### config.mk
export PLATFORM = sky130hd
export DESIGN_NAME = rx_break_guard
export DESIGN_NICKNAME = d
export VERILOG_FILES = /design/src/rtl/brk_pkg.sv /design/src/rtl/brk_line_monitor.sv /design/src/rtl/brk_status_flags.sv /design/src/rtl/brk_fifo_gate.sv /design/src/rtl/rx_break_guard.sv
export SDC_FILE = /design/constraint.sdc
export NUM_CORES = 1
export LEC_CHECK = 0
export BUFFER_PORTS_ARGS = -buffer_cell sky130_fd_sc_hd__buf_4
export CAP_MARGIN = 5
export CELL_PAD_IN_SITES_DETAIL_PLACEMENT = 1
export CELL_PAD_IN_SITES_GLOBAL_PLACEMENT = 2
export CORE_ASPECT_RATIO = 1.5
export CORE_UTILIZATION = 24
export DETAILED_ROUTE_END_ITERATION = 7
export PLACE_DENSITY = 0.82
export SETUP_SLACK_MARGIN = 0.05
export SLEW_MARGIN = 25
export SYNTH_ARGS = -nofsm -noshare
export SYNTH_HDL_FRONTEND = slang
export SYNTH_SLANG_ARGS = --single-unit
### constraint.sdc
create_clock -name clk -period 3 [get_ports clk]
set_input_delay 0.45 -clock clk [delete_from_list [all_inputs] [get_ports clk]]
set_output_delay 0.45 -clock clk [all_outputs]
set_load 0.05 [all_outputs]
### src/rtl/brk_pkg.sv
package brk_pkg;
  localparam int FLAG_FER = 0;
  localparam int FLAG_PER = 1;
  localparam int FLAG_BRK = 2;
  localparam int NFLAGS   = 3;

  function automatic int frame_len(input int data_w, input int par_en);
    return 1 + data_w + par_en + 1;
  endfunction
endpackage

### src/rtl/brk_line_monitor.sv
module brk_line_monitor #(
  parameter int FRAME_BITS = 11
) (
  input  logic clk,
  input  logic rst_n,
  input  logic bit_stb,
  input  logic rx_pin,
  input  logic start_det,
  output logic brk_busy,
  output logic brk_now,
  output logic brk_hit
);
  localparam int CW = $clog2(FRAME_BITS + 1);
  localparam logic [CW-1:0] LAST = CW'(FRAME_BITS - 1);
  localparam logic [CW-1:0] FULL = CW'(FRAME_BITS);

  logic [CW-1:0] low_cnt;
  logic          seen_high;
  logic          low_smp;
  logic          leave;

  always_comb begin
    low_smp = bit_stb && !rx_pin;
    brk_now = low_smp && !brk_busy && (low_cnt >= LAST);
    brk_hit = low_smp && (brk_busy || brk_now);
    leave   = brk_busy && start_det && seen_high;
  end

  always_ff @(posedge clk) begin
    if (!rst_n) begin
      low_cnt   <= '0;
      brk_busy  <= 1'b0;
      seen_high <= 1'b0;
    end else begin
      if (bit_stb) begin
        if (rx_pin)               low_cnt <= '0;
        else if (low_cnt != FULL) low_cnt <= low_cnt + 1'b1;
      end
      if (brk_now)    brk_busy <= 1'b1;
      else if (leave) brk_busy <= 1'b0;
      if (brk_busy && !leave) seen_high <= seen_high | (bit_stb && rx_pin);
      else                    seen_high <= 1'b0;
    end
  end
endmodule

### src/rtl/brk_status_flags.sv
module brk_status_flags #(
  parameter int N = 3
) (
  input  logic         clk,
  input  logic         rst_n,
  input  logic [N-1:0] set,
  input  logic         rd,
  input  logic [N-1:0] clr,
  output logic [N-1:0] flags
);
  logic [N-1:0] armed;

  for (genvar i = 0; i < N; i++) begin : g_flag
    always_ff @(posedge clk) begin
      if (!rst_n) begin
        flags[i] <= 1'b0;
        armed[i] <= 1'b0;
      end else begin
        flags[i] <= set[i] | (flags[i] & ~(clr[i] & armed[i]));
        if (rd) armed[i] <= flags[i];
        else    armed[i] <= armed[i] & ~clr[i];
      end
    end
  end
endmodule

### src/rtl/brk_fifo_gate.sv
module brk_fifo_gate #(
  parameter int DATA_W = 8
) (
  input  logic              block,
  input  logic              in_valid,
  output logic              in_ready,
  input  logic [DATA_W-1:0] in_data,
  output logic              out_valid,
  input  logic              out_ready,
  output logic [DATA_W-1:0] out_data
);
  always_comb begin
    out_valid = in_valid && !block;
    out_data  = in_data;
    in_ready  = block ? 1'b1 : out_ready;
  end
endmodule

### src/rtl/rx_break_guard.sv
module rx_break_guard
  import brk_pkg::*;
#(
  parameter int DATA_W = 8,
  parameter int PAR_EN = 1
) (
  input  logic              clk,
  input  logic              rst_n,
  input  logic              rx_pin,
  input  logic              bit_stb,
  input  logic              start_det,
  input  logic              in_valid,
  output logic              in_ready,
  input  logic [DATA_W-1:0] in_data,
  input  logic              in_stop,
  input  logic              in_par_err,
  output logic              out_valid,
  input  logic              out_ready,
  output logic [DATA_W-1:0] out_data,
  input  logic              sts_rd,
  input  logic [2:0]        sts_clr,
  output logic [2:0]        sts_flags,
  output logic              brk_busy,
  output logic              rx_level
);
  localparam int FRAME_BITS = frame_len(DATA_W, PAR_EN);

  logic              brk_now;
  logic              brk_hit;
  logic              taken;
  logic [NFLAGS-1:0] flag_set;

  brk_line_monitor #(.FRAME_BITS(FRAME_BITS)) u_mon (
    .clk       (clk),
    .rst_n     (rst_n),
    .bit_stb   (bit_stb),
    .rx_pin    (rx_pin),
    .start_det (start_det),
    .brk_busy  (brk_busy),
    .brk_now   (brk_now),
    .brk_hit   (brk_hit)
  );

  brk_fifo_gate #(.DATA_W(DATA_W)) u_gate (
    .block     (brk_busy || brk_now),
    .in_valid  (in_valid),
    .in_ready  (in_ready),
    .in_data   (in_data),
    .out_valid (out_valid),
    .out_ready (out_ready),
    .out_data  (out_data)
  );

  always_comb begin
    taken              = in_valid && in_ready;
    flag_set           = '0;
    flag_set[FLAG_FER] = taken && !in_stop;
    flag_set[FLAG_PER] = taken && in_par_err;
    flag_set[FLAG_BRK] = brk_hit;
    rx_level           = rx_pin;
  end

  brk_status_flags #(.N(NFLAGS)) u_flags (
    .clk   (clk),
    .rst_n (rst_n),
    .set   (flag_set),
    .rd    (sts_rd),
    .clr   (sts_clr),
    .flags (sts_flags)
  );
endmodule

==> impl_metrics.py <==
metrics = {
    "timing": {
        "finalHoldViolCount": 0,
        "finalSetupTns_ps": 0,
        "rsz0062_at_grt": "false",
        "max_freq_ghz": 0.424,
        "clock_skew_ps": 2.00,
        "relSlewSlack_pct": 81.8,
        "period_needed_ps": 2360,
        "drv_slew": 0,
        "setup-violations-final": 0,
        "min_period_over_period_pct": 78.6,
        "tightestPinTransition_ps": 273,
    },
    "floorplanning": {
        "rows": 22,
        "die_w_um": 44.3,
        "die_area_mm2": 0.00289,
        "die_height_um": 65.4,
        "initial_core_util_pct": 25.7,
        "io_pins": 36,
        "core_mm2": 0.00250,
    },
    "power_and_ir_drop": {
        "power.net_switching_uw": 90.2,
        "pwr-share-comb_pct": 15.5,
        "powerDensity_mw_per_mm2": 438,
        "power.leakage_nw": 0.323,
        "p_int_uw": 259,
        "peakVddDrop_uv": 140,
        "swShare_pct": 25.9,
        "power_frac_clock_pct": 37.1,
        "power_frac_seq_pct": 47.4,
        "total_power_uw": 349,
    },
    "clocking": {
        "cts-root-buf": "clkbuf_4",
        "clk_pin_slew_ps": 80,
        "cts.path.max_buffers": 2,
        "cts_htree_levels": 1,
        "cts_hold_buf": 0,
        "postCtsSetupBuffers": 0,
        "clk_latency_ps": 270,
        "cts_tree": "built",
        "cts_resized": 0,
        "clock_sink_count": 12,
        "cts_buffers": 3,
    },
    "synth": {
        "syn_nets": 98,
        "ys_ff_latch": 12,
        "netlist_instances": 75,
        "ys_seq_area_share_pct": 37.4,
        "yosys.cell_types.count": 29,
        "yosysTopAreaCell": "dfxtp_1",
        "synth_warnings": 0,
        "synth_area_leaders": "dfxtp_1 (37%), buf_4 (11%), nand2_1 (5.8%)",
        "synth_top_area_share_pct": 37.4,
        "synth_area_per_cell_um2": 8.57,
        "synth.cell_area_um2": 643,
    },
    "run_status": {
        "status": "finished with violations",
        "failed_checks": "DRC",
    },
    "grt": {
        "grt_use_total_pct": 12.5,
        "grt_max_degree": 12,
        "antenna_found_initial": 0,
        "grt_pass1_vias": 647,
        "overflow": 0,
        "grt_pass1_wl_mm": 2.65,
    },
    "critical_path": {
        "crit_start": "u_mon.low_cnt[0]",
        "startpoint_type": "flop",
        "worstPathRequired_ps": 2550,
        "crit_fanout": 5,
        "endpoint_kind": "output port",
        "rrSetupSlack_ps": 1450,
        "crit_type": "flop to output port",
        "r2r-start": "u_mon.low_cnt[0]",
        "endpoint": "out_valid",
        "r2r-end": "u_flags.flags[1]",
        "worstRegToRegCells": 5,
        "arrival_ps": 1910,
    },
    "route": {
        "wl_per_cell_um": 12.7,
        "vias": 577,
        "firstDrtPassIters": 8,
        "ant_nets": 0,
        "drt_iter0_drc": 5,
        "viasPerCell": 4.65,
        "drc": 2,
        "drt-total-wl_mm": 1.58,
    },
    "finish": {
        "n_antenna_cell": 0,
        "fin_nets": 112,
        "drive_gt1_share_pct": 30.7,
        "area_growth_pct": 23.7,
        "postLayoutCoreUtil_pct": 31.8,
    },
    "place": {
        "dpl.hpwl_mm": 1.29,
        "place_congestion": 0.838,
        "numPortBuffers": 19,
    },
    "hold_path": {
        "worstHoldPathType": "primary input to flop",
        "holdCritStartpoint": "in_stop",
    },
    "flow_run": {
        "maxCapViolations": 0,
    },
}
[layout make-up]
class / count / area (µm²)
sequential: 12 / 240
inverter: 4 / 15.0
clock buffer: 4 / 36.3
tap: 36 / 45.0
timing repair buffer: 19 / 143
fill: 314 / 1710
multi-input combinational: 49 / 317
[critical path: stages, from the launching register on]
cell,delay [ps]
dfxtp_1,390
inv_1,80
ha_1,200
or3_4,340
a31oi_1,260
and2_1,170
buf_4,190
[metrics by stage]
stage | instances | hold slack (ps) | cell area (µm²) | worst slack [ps]
finish | 124 | 350 | 796 | 641
global route | 124 | 338 | 796 | 533
CTS | 124 | 341 | 796 | 617
detailed placement | 120 | 498 | 759 | 925
global placement | 120 | 491 | 759 | 1000
floorplan | 75 | 461 | 643 | 924
[state kept, by name, summed over array words and instances, names as in the netlist]
register	flops
u_mon.low_cnt	4
u_mon.seen_high	1
u_mon.brk_busy	1
u_flags.armed	3
u_flags.flags	3
[metal layers]
layer	global-route usage [%]	wire length, µm
met2	23.5	845
met1	11.7	591
met3	1.92	110
met5	0	0
met4	8.33	30
[how the worst min path moves through the flow]
stage,endpoint,slack [ps],cells after the start
floorplan,u_mon.brk_busy,460,1
global placement,u_mon.brk_busy,490,1
detailed placement,u_flags.flags[0],500,2
CTS,u_flags.flags[0],340,2
global route,u_flags.flags[0],340,2
finish,u_flags.flags[0],350,2
[placed cells by master (no fill, tap or decap), drive strengths merged]
| cell | netlist | final |
|---|---|---|
| a311oi | 2 | 2 |
| and2 | 1 | 1 |
| a31oi | 1 | 1 |
| clkbuf | 1 | 4 |
| buf | 9 | 19 |
| nand3b | 1 | 1 |
| a32oi | 1 | 1 |
| and2b | 2 | 2 |
| mux2i | 1 | 1 |
| a21oi | 4 | 4 |
| o22ai | 1 | 1 |
| nand3 | 6 | 6 |
| o32ai | 1 | 1 |
| nand4 | 1 | 1 |
| nand2 | 10 | 10 |
| and3 | 2 | 2 |
| nor2 | 4 | 4 |
| inv | 4 | 4 |
| o21a | 1 | 1 |
| dfxtp | 12 | 12 |
| ha | 2 | 2 |
| o31ai | 1 | 1 |
| or3 | 1 | 1 |
| o21ai | 3 | 3 |
| nor3b | 3 | 3 |
[cell usage after synthesis]
master and instances:
dfxtp_1 12, nand2_1 10, buf_4 9, nand3_1 6, a21oi_1 4, inv_1 4, nor2_1 4, nor3b_1 3
ha_1 2, o21ai_1 2, a311oi_1 1, a311oi_4 1, a31oi_1 1, a32oi_1 1, and2_1 1, and2b_1 1
and2b_2 1, and3_1 1, and3_2 1, clkbuf_1 1, mux2i_1 1, nand3b_1 1, nand4_1 1, o21a_1 1
o21ai_0 1, o22ai_1 1, o31ai_1 1, o32ai_1 1, or3_4 1
[cells by family after synthesis]
group / after synthesis / share of synthesized area (%)
simple gates: 31 / 25.9
mux: 1 / 1.56
flops: 12 / 37.4
fa+ha+maj: 2 / 3.89
buf+inv: 14 / 13.4
compound gates: 15 / 17.9
[power groups by stage]
stage	clock network [mW]	registers, mW	logic [mW]
finish	0.129	0.165	0.0540
detailed placement	0	0.169	0.0549
global route	0.147	0.166	0.0586
global placement	0	0.169	0.0537
floorplan	0	0.174	0.0531
CTS	0.137	0.165	0.0551
No activity file was read; power rests on OpenSTA's default activity.
